`config.mk`:
```
export PLATFORM = sky130hd
export DESIGN_NAME = tbd_dispatch
export DESIGN_NICKNAME = d
export VERILOG_FILES = /design/src/rtl/tbd_pkg.sv /design/src/rtl/tbd_lowest_pick.sv /design/src/rtl/tbd_mp_slot.sv /design/src/rtl/tbd_dispatch.sv
export SDC_FILE = /design/constraint.sdc
export NUM_CORES = 1
export LEC_CHECK = 0
export ABC_AREA = 1
export ABC_CLOCK_PERIOD_IN_PS = 5000
export BUFFER_PORTS_ARGS = -buffer_cell sky130_fd_sc_hd__buf_2
export CAP_MARGIN = 20
export CORE_ASPECT_RATIO = 0.9
export CORE_MARGIN = 8
export CORE_UTILIZATION = 50
export CTS_CLUSTER_SIZE = 24
export DETAILED_ROUTE_END_ITERATION = 10
export PLACE_DENSITY = 0.73
export SYNTH_ARGS = -nofsm -noshare
export SYNTH_HDL_FRONTEND = slang
export SYNTH_HIERARCHICAL = 1
export SYNTH_SLANG_ARGS = --single-unit
```
`constraint.sdc`:
```
create_clock -name clk -period 5 [get_ports clk]
set_input_delay 1 -clock clk [delete_from_list [all_inputs] [get_ports clk]]
set_output_delay 1 -clock clk [all_outputs]
set_load 0.01 [all_outputs]
```
`src/rtl/tbd_pkg.sv`:
```
package tbd_pkg;

   // Integer division rounded toward positive infinity.
   function automatic logic [31:0] ceil_div(input logic [31:0] num, input logic [31:0] den);
      return (num + den - 32'd1) / den;
   endfunction

endpackage

```
`src/rtl/tbd_lowest_pick.sv`:
```
module tbd_lowest_pick #(
   parameter int N = 4
) (
   input  logic [N-1:0] cand,
   output logic [N-1:0] pick
);
   always_comb begin
      logic taken;
      taken = 1'b0;
      pick  = '0;
      for (int i = 0; i < N; i++) begin
         if (cand[i] && !taken) begin
            pick[i] = 1'b1;
            taken   = 1'b1;
         end
      end
   end
endmodule

```
`src/rtl/tbd_mp_slot.sv`:
```
module tbd_mp_slot #(
   parameter int ID_W     = 8,
   parameter int MAX_BLK  = 8,
   parameter int MAX_THR  = 768,
   parameter int MAX_WRP  = 24,
   parameter int THR_W    = 10,
   parameter int WARP_W   = 5,
   parameter int BLK_W    = 4
) (
   input  logic              clk,
   input  logic              rst_n,
   input  logic [THR_W-1:0]  cand_threads,
   input  logic [WARP_W-1:0] cand_warps,
   input  logic [ID_W-1:0]   cand_id,
   input  logic              admit,
   input  logic              rel,
   input  logic [THR_W-1:0]  rel_threads,
   input  logic [WARP_W-1:0] rel_warps,
   output logic              fits,
   output logic              out_valid,
   output logic [ID_W-1:0]   out_id,
   output logic [WARP_W-1:0] out_warps,
   output logic [BLK_W-1:0]  blk_occ,
   output logic [THR_W-1:0]  thr_occ,
   output logic [WARP_W-1:0] wrp_occ
);
   logic [THR_W:0]  thr_sum;
   logic [WARP_W:0] wrp_sum;

   assign thr_sum = {1'b0, thr_occ} + {1'b0, cand_threads};
   assign wrp_sum = {1'b0, wrp_occ} + {1'b0, cand_warps};

   assign fits = (blk_occ < BLK_W'(MAX_BLK))
              && (thr_sum <= (THR_W+1)'(MAX_THR))
              && (wrp_sum <= (WARP_W+1)'(MAX_WRP));

   always_ff @(posedge clk or negedge rst_n) begin
      if (!rst_n) begin
         blk_occ   <= '0;
         thr_occ   <= '0;
         wrp_occ   <= '0;
         out_valid <= 1'b0;
         out_id    <= '0;
         out_warps <= '0;
      end else begin
         blk_occ   <= blk_occ + BLK_W'(admit) - BLK_W'(rel);
         thr_occ   <= thr_occ + (admit ? cand_threads : '0) - (rel ? rel_threads : '0);
         wrp_occ   <= wrp_occ + (admit ? cand_warps : '0) - (rel ? rel_warps : '0);
         out_valid <= admit;
         if (admit) begin
            out_id    <= cand_id;
            out_warps <= cand_warps;
         end
      end
   end
endmodule

```
`src/rtl/tbd_dispatch.sv`:
```
module tbd_dispatch #(
   parameter int NUM_MP          = 4,
   parameter int ID_W            = 8,
   parameter int WARP_SIZE       = 32,
   parameter int MAX_BLK_THREADS = 512,
   parameter int MP_MAX_BLOCKS   = 8,
   parameter int MP_MAX_THREADS  = 768,
   localparam int MP_MAX_WARPS   = MP_MAX_THREADS / WARP_SIZE,
   localparam int THR_W          = $clog2(MP_MAX_THREADS + 1),
   localparam int WARP_W         = $clog2(MP_MAX_WARPS + 1),
   localparam int BLK_W          = $clog2(MP_MAX_BLOCKS + 1)
) (
   input  logic                     clk,
   input  logic                     rst_n,
   input  logic                     req_valid,
   output logic                     req_ready,
   input  logic [ID_W-1:0]          req_id,
   input  logic [THR_W-1:0]         req_threads,
   output logic                     req_error,
   output logic [NUM_MP-1:0]        launch_valid,
   output logic [NUM_MP*ID_W-1:0]   launch_id,
   output logic [NUM_MP*WARP_W-1:0] launch_warps,
   input  logic [NUM_MP-1:0]        done_valid,
   input  logic [NUM_MP*THR_W-1:0]  done_threads,
   input  logic [NUM_MP*WARP_W-1:0] done_warps
);
   if (NUM_MP < 1) begin : g_bad_mp
      $error("NUM_MP must be at least 1");
   end
   if (MP_MAX_THREADS % WARP_SIZE != 0) begin : g_bad_warp
      $error("MP_MAX_THREADS must be a whole number of warps");
   end
   if (MAX_BLK_THREADS > MP_MAX_THREADS) begin : g_bad_blk
      $error("a legal block must fit on an empty multiprocessor");
   end

   logic                     head_bad;
   logic [WARP_W-1:0]        head_warps;
   logic [NUM_MP-1:0]        mp_fits;
   logic [NUM_MP-1:0]        mp_grant;
   logic                     admit;
   logic [NUM_MP*BLK_W-1:0]  blk_occ;
   logic [NUM_MP*THR_W-1:0]  thr_occ;
   logic [NUM_MP*WARP_W-1:0] wrp_occ;

   assign head_bad   = (req_threads == '0) || (req_threads > THR_W'(MAX_BLK_THREADS));
   assign head_warps = WARP_W'(tbd_pkg::ceil_div(32'(req_threads), WARP_SIZE));
   assign req_ready  = head_bad || (|mp_fits);
   assign req_error  = req_valid && head_bad;
   assign admit      = req_valid && !head_bad && (|mp_fits);

   logic [NUM_MP-1:0] pick_raw;
   tbd_lowest_pick #(.N(NUM_MP)) i_pick (
      .cand (mp_fits),
      .pick (pick_raw)
   );
   assign mp_grant = admit ? pick_raw : '0;

   for (genvar g = 0; g < NUM_MP; g++) begin : g_mp
      tbd_mp_slot #(
         .ID_W    (ID_W),
         .MAX_BLK (MP_MAX_BLOCKS),
         .MAX_THR (MP_MAX_THREADS),
         .MAX_WRP (MP_MAX_WARPS),
         .THR_W   (THR_W),
         .WARP_W  (WARP_W),
         .BLK_W   (BLK_W)
      ) i_slot (
         .clk          (clk),
         .rst_n        (rst_n),
         .cand_threads (req_threads),
         .cand_warps   (head_warps),
         .cand_id      (req_id),
         .admit        (mp_grant[g]),
         .rel          (done_valid[g]),
         .rel_threads  (done_threads[g*THR_W +: THR_W]),
         .rel_warps    (done_warps[g*WARP_W +: WARP_W]),
         .fits         (mp_fits[g]),
         .out_valid    (launch_valid[g]),
         .out_id       (launch_id[g*ID_W +: ID_W]),
         .out_warps    (launch_warps[g*WARP_W +: WARP_W]),
         .blk_occ      (blk_occ[g*BLK_W +: BLK_W]),
         .thr_occ      (thr_occ[g*THR_W +: THR_W]),
         .wrp_occ      (wrp_occ[g*WARP_W +: WARP_W])
      );
   end
endmodule

```
==> results of run 1 <==
-- placed cells by master, fill, tap and decap left out, types with 8 or more instances in the layout --
| cell type | instances |
|---|---|
| nand3_1 | 65 |
| dfrtp_1 | 132 |
| inv_2 | 42 |
| xor2_1 | 53 |
| fa_2 | 18 |
| nand2_1 | 308 |
| nand2_2 | 56 |
| nand4_1 | 22 |
| ha_1 | 75 |
| ha_2 | 8 |
| nor2_2 | 20 |
| a21oi_2 | 39 |
| nor2_4 | 10 |
| buf_2 | 140 |
| mux2_2 | 32 |
| a21oi_1 | 26 |
| buf_12 | 13 |
| nand2_4 | 17 |
| nor2_1 | 47 |
| buf_4 | 170 |
| clkbuf_16 | 18 |
| inv_1 | 313 |
| ha_4 | 53 |
| buf_6 | 22 |
| o21ai_2 | 13 |
| o21ai_0 | 26 |
| nand3b_1 | 20 |
| fa_1 | 46 |
| xnor2_1 | 24 |
-- sequential cells by signal, indices dropped and copies added (netlist names) --
signal,cells
g_mp.i_slot/out_valid,4
g_mp.i_slot/wrp_occ,20
g_mp.i_slot/out_warps,20
g_mp.i_slot/thr_occ,40
g_mp.i_slot/out_id,32
g_mp.i_slot/blk_occ,16
-- stage by stage --
stage	TNS (ps)	worst slack [ps]	instances	hold WS, ps	total power [mW]
2_1_floorplan	-6560	-303	1541	485	7.19
3_3_place_gp	-24580	-674	2125	484	9.09
3_5_place_dp	-31540	-813	2125	490	9.39
4_1_cts	-2980	-172	2201	510	11.3
5_1_grt	-24500	-686	2212	517	13.0
6_report	-11340	-436	2212	507	12.0
-- worst max-delay path by stage --
stage | endpoint | depth (start not counted)
after CTS | g_mp[3].i_slot/thr_occ[7] | 33
final | g_mp[3].i_slot/thr_occ[8] | 32
after global routing | g_mp[3].i_slot/thr_occ[6] | 33
after global placement | g_mp[3].i_slot/thr_occ[7] | 31
after floorplan | g_mp[0].i_slot/wrp_occ[4] | 28
after detailed placement | g_mp[3].i_slot/thr_occ[7] | 31
-- power breakdown --
group | switching, mW | internal [mW] | total (mW)
clock network | 0.625 | 0.681 | 1.31
logic | 4.46 | 4.16 | 8.62
registers | 0.395 | 1.65 | 2.05
-- worst max-delay path, delay by kind of cell --
kind / cells / cell delay, ps
compound gates: 4 / 590
xor+xnor: 2 / 400
fa+ha+maj: 4 / 1470
buf+inv: 6 / 610
simple gates: 16 / 1720
-- area by class of cell --
type                            count  area, µm²  area share
Clock buffer                       17        425      0.0250
Clock inverter                     15        178      0.0104
Inverter                          355       1330      0.0782
Multi-Input combinational cell   1037       8870       0.520
Sequential cell                   132       3300       0.194
Tap cell                          308        385      0.0226
Timing Repair Buffer              348       2550       0.150
-- layer usage --
| metal | up-vias | GRT usage | share of wire |
|---|---|---|---|
| met5 | - | 0 | 0.00022 |
| met4 | 2 | 0.0901 | 0.031 |
| met3 | 92 | 0.0533 | 0.065 |
| met2 | 386 | 0.429 | 0.49 |
| met1 | 5504 | 0.291 | 0.41 |
| li1 | 5473 | - | - |
-- cell usage after synthesis, types with 3 or more instances --
library cell | count | area share
clkbuf_1 | 8 | 0.0025
nand3_1 | 69 | 0.028
inv_2 | 6 | 0.0018
o21bai_1 | 6 | 0.0037
xnor3_1 | 3 | 0.0055
nand2_2 | 18 | 0.0092
mux2_2 | 32 | 0.030
o21ai_0 | 38 | 0.016
buf_4 | 5 | 0.0031
nor2_1 | 62 | 0.019
nor3_1 | 5 | 0.0021
dfrtp_1 | 132 | 0.27
or2_1 | 4 | 0.0021
o2111ai_1 | 4 | 0.0029
xor2_1 | 55 | 0.040
fa_1 | 64 | 0.11
o21ai_2 | 4 | 0.0029
buf_2 | 4 | 0.0016
nand2_1 | 362 | 0.11
nand4_1 | 22 | 0.011
a21oi_1 | 61 | 0.025
ha_1 | 136 | 0.14
nand3b_1 | 20 | 0.012
nor2_2 | 13 | 0.0067
o21ai_1 | 7 | 0.0029
a21oi_2 | 10 | 0.0072
inv_1 | 349 | 0.11
or2_2 | 4 | 0.0021
xnor2_1 | 26 | 0.019
-- timing repair --
item,4_1_cts,5_1_grt
cloned,3,0
hold buffers,0,0
pin swaps,89,79
buffers inserted,43,13
resized for setup,98,79
endpoints found under the setup margin,39,59
-- kinds of logic after synthesis --
logic type,count (synthesis),synth area share
AOI/OAI and AO/OA,134,0.0628
xor gates and xnor gates,86,0.0664
adders and majority gates,200,0.245
buffers and inverters,372,0.116
DFF,132,0.271
muxes,32,0.0296
and+or+nand+nor,585,0.209
==> impl_results.md, run 1 <==
* Status: complete, but fails checks
* Failing checks: setup timing
* IO Pins at 143
* GP Congestion at 0.911
* Worst Max-Slew Pin Slew at 985 ps
* Maximum VDD drop at 0.402 mV
* R2R depth at 24
* Hold Path Origin: g_mp[3].i_slot/out_id[0]
* Placed inst area at 15200 µm²
* PnR worst setup slack at -436 ps
* CTS tree: done
* CTS Buf Count at 17
* Yosys reg bits at 132
* Number of synthesized flops with an enable pin at 0
* Reg2Reg Capture Point: g_mp[3].i_slot/thr_occ[8]
* Initial Util at 0.505
* Worst setup path class: in -> reg
* Grt total ovfl at 0
* Worst R2R Setup Slack at 330 ps
* Hold EP: g_mp[3].i_slot/out_id[0]
* Worst setup EP type: flip-flop
* CP Launch Point: req_threads[2]
* Post-synthesis area per instance at 7.91 µm²
* Cell row count at 54
* RSZ-0062 raised after global routing: true
* Residual DRC at 0
* Clk slew on worst S/H paths at 80 ps
* Post-Syn Instances at 1541
* Initial detailed-routing violation count at 612
* Max Clock Skew at 14.8 ps
* DRT Wirelength at 36900 µm
* Initial antenna violation count at 1
* Final Critical Period at 5440 ps
* Port bufs at 142
* Fillers at 1689
* Top FF cell, synth: dfrtp_1
* Post-synthesis sequential area ratio at 0.271
* Routed via count at 11500
* Final HPWL DP at 26000 µm
* Core area at 24100 µm²
* Asr flop ratio synth at 1.00
* Slew Viols, Final at 0
* Fmax at 184 MHz
* Max-slew headroom at 0.343
* CP startpoint kind: input pin
* Die height at 164 µm
* Num Clock Sinks at 132
* Post-route ant nets at 0
* Reg2Reg Launch Point: g_mp[3].i_slot/thr_occ[0]
* # H-tree levels at 4
* Final period util at 1.09
* Layout area overhead at 39.8%
* Fin area at 17000 µm²
* Initial DRT Pass Iterations at 5
* Hold Fails Final Rpt at 0
* Wire per inst at 16.7 µm
* Hold Path Cell Cnt at 1
* Die Area at 29600 µm²
* Nets at 2176
* Pleak at 9.12 nW
* Total GRT Usage at 0.244
* Worst-Skew Late Latency at 440 ps
* Share of layout cells above drive strength 1 at 0.378
* Worst Path Required at 5360 ps
* Ant diodes at 0
* Syn Std Cell Area at 12200 µm²
* Largest net degree at the start of global routing at 105
* Syn_nets at 1826
* Worst-path maximum fanout at 7
* Bufs on Longest Clock Path at 2
* Final setup viols at 48
* Die extent in x at 181 µm
* CP max stage delay at 520 ps
* Pwr/cell area at 702 nW/µm²
* Vias in the first global route at 12100
* CP max-delay cell: fa_1
* Hold crit path type: reg -> reg
* Clock root cell: clkbuf_16
* Via/cell ratio at 5.18
* Synth warnings at 6
* Count of different cell masters after synthesis at 36
* Critical path arrival at 5800 ps
* Maxcap violations at 0
* Final Core Density at 0.707
* First-pass GRT wire length at 58400 µm
Note: power is estimated with default switching activity, not from simulation.
==> inputs of run 2 (changes only) <==
--- a/config.mk
+++ b/config.mk
@@ -14,7 +14,7 @@
 export CORE_UTILIZATION = 50
 export CTS_CLUSTER_SIZE = 24
 export DETAILED_ROUTE_END_ITERATION = 10
-export PLACE_DENSITY = 0.73
+export PLACE_DENSITY = 0.76
 export SYNTH_ARGS = -nofsm -noshare
 export SYNTH_HDL_FRONTEND = slang
 export SYNTH_HIERARCHICAL = 1
==> impl_results.md, run 2 (same netlist as run 1, synthesis figures left out) <==
* Status: complete, but fails checks
* Failing checks: setup timing
* Fmax at 182 MHz
* Final HPWL DP at 26300 µm
* Slew Viols, Final at 0
* WHS at 510 ps
* Pwr/cell area at 717 nW/µm²
* Initial Util at 0.505
* CTS Buf Count at 17
* Critical path arrival at 5850 ps
* CP startpoint kind: input pin
* Sequential cell area at 3300 µm²
* Worst setup EP type: flip-flop
* Largest net degree at the start of global routing at 100
* Via/cell ratio at 5.24
* DRT Wirelength at 37800 µm
* Worst-path maximum fanout at 6
* # H-tree levels at 4
* Final Critical Period at 5490 ps
* Highest-count cells in the layout ignoring fill and taps: 300 x inv_1, 296 x nand2_1, 158 x buf_4
* Initial antenna violation count at 1
* Die height at 164 µm
* Clock root cell: clkbuf_16
* Initial DRT Pass Iterations at 5
* Clk slew on worst S/H paths at 70 ps
* Worst-Skew Late Latency at 440 ps
* Sum Neg Setup Slack at -11910 ps
* Port bufs at 142
* Most common cell after layout, fill and taps aside: inv_1
* Maxcap violations at 0
* Worst Path Required at 5360 ps
* Hold Path Origin: g_mp[3].i_slot/out_id[0]
* Hold Fails Final Rpt at 0
* Max Clock Skew at 13.8 ps
* Max FFs per register at 40
* Wire per inst at 17.2 µm
* RSZ-0062 raised after global routing: true
* Reg2Reg Launch Point: g_mp[2].i_slot/thr_occ[0]
* CTS tree: done
* Power Total at 12.3 mW
* Pleak at 9.19 nW
* Total GRT Usage at 0.241
* Maximum VDD drop at 0.445 mV
* Worst setup path class: in -> reg
* Bufs on Longest Clock Path at 2
* Die Area at 29600 µm²
* CP max-delay cell: fa_2
* Die extent in x at 181 µm
* CP Launch Point: req_threads[2]
* Final period util at 1.10
* Ant diodes at 0
* Layout area overhead at 40.2%
* Max-slew headroom at 0.350
* Grt total ovfl at 0
* Routed via count at 11500
* Post-route ant nets at 0
* Nets at 2164
* Hold crit path type: reg -> reg
* Share of layout cells above drive strength 1 at 0.385
* Dpl cells at 2125
* Biggest register: g_mp.i_slot/thr_occ
* Multi-input logic area at 9030 µm²
* First-pass GRT wire length at 57600 µm
* Num Clock Sinks at 132
* GP Congestion at 0.892
* Worst Max-Slew Pin Slew at 975 ps
* Final setup viols at 47
* Core area at 24100 µm²
* IO Pins at 143
* Biggest regs: g_mp.i_slot/thr_occ (40), g_mp.i_slot/out_id (32)
* Residual DRC at 0
* Fillers at 1680
* Initial detailed-routing violation count at 765
* PnR worst setup slack at -487 ps
* CP max stage delay at 430 ps
* Cell row count at 54
* Layout Cells excl Fill at 2200
* Vias in the first global route at 12100
-- run 2: cell types whose count changed in the layout (fill, tap and decap cells not counted), sizes merged --
cell / before / now
inv: 365 / 363
buf: 347 / 335
clkinv: 4 / 6
-- run 2: routing by layer --
layer / global-route usage / share of wire
met5: 0 / 0.00034
met4: 0.0649 / 0.026
met3: 0.0593 / 0.062
met2: 0.438 / 0.52
met1: 0.280 / 0.40
-- run 2: cell type report --
type                       count  share of cell area
clock inverter                15              0.0105
clock buffer                  17              0.0249
multi-input combinational   1037               0.528
sequential                   132               0.193
tap                          308              0.0225
timing repair buffer         336               0.143
inverter                     355              0.0782
-- run 2: worst paths after layout --
path                                        endpoint  cells after the start  slack, ps
max in group asynchronous  g_mp[1].i_slot/thr_occ[0]                      2       3290
hold reg to reg             g_mp[3].i_slot/out_id[0]                      1        510
setup reg to reg           g_mp[3].i_slot/thr_occ[8]                     25        300
min in group asynchronous   g_mp[3].i_slot/out_id[2]                      1        630
hold / removal              g_mp[3].i_slot/out_id[0]                      1        510
setup / recovery           g_mp[3].i_slot/thr_occ[8]                     34       -490
-- run 2: stage by stage --
| stage | instance area, µm² | utilization | setup slack [ps] |
|---|---|---|---|
| after global placement | 15200 | 0.630 | -639 |
| after CTS | 16400 | 0.680 | -229 |
| after floorplan | 13100 | - | -303 |
| final | 17100 | 0.709 | -487 |
| after global routing | 17100 | 0.709 | -677 |
| after detailed placement | 15200 | 0.630 | -812 |
-- run 2: repair_timing --
item / 4_1_cts / 5_1_grt
pin swaps: 77 / 99
setup endpoints to repair: 35 / 57
gates resized for setup: 97 / 126
hold buffers: 0 / 0
setup buffers: 22 / 25
gates cloned: 2 / 1
-- run 2: power by group --
group / internal [mW] / leakage (nW) / switching, mW
sequential: 1.65 / 1.58 / 0.398
clock: 0.678 / 0.292 / 0.635
combinational: 4.25 / 7.32 / 4.65
-- run 2: critical path, delay by kind of cell --
family | cells | cell delay (ps)
simple gates | 15 | 1700
xor+xnor | 2 | 350
compound gates | 4 | 690
buf+inv | 8 | 810
fa+ha+maj | 5 | 1290
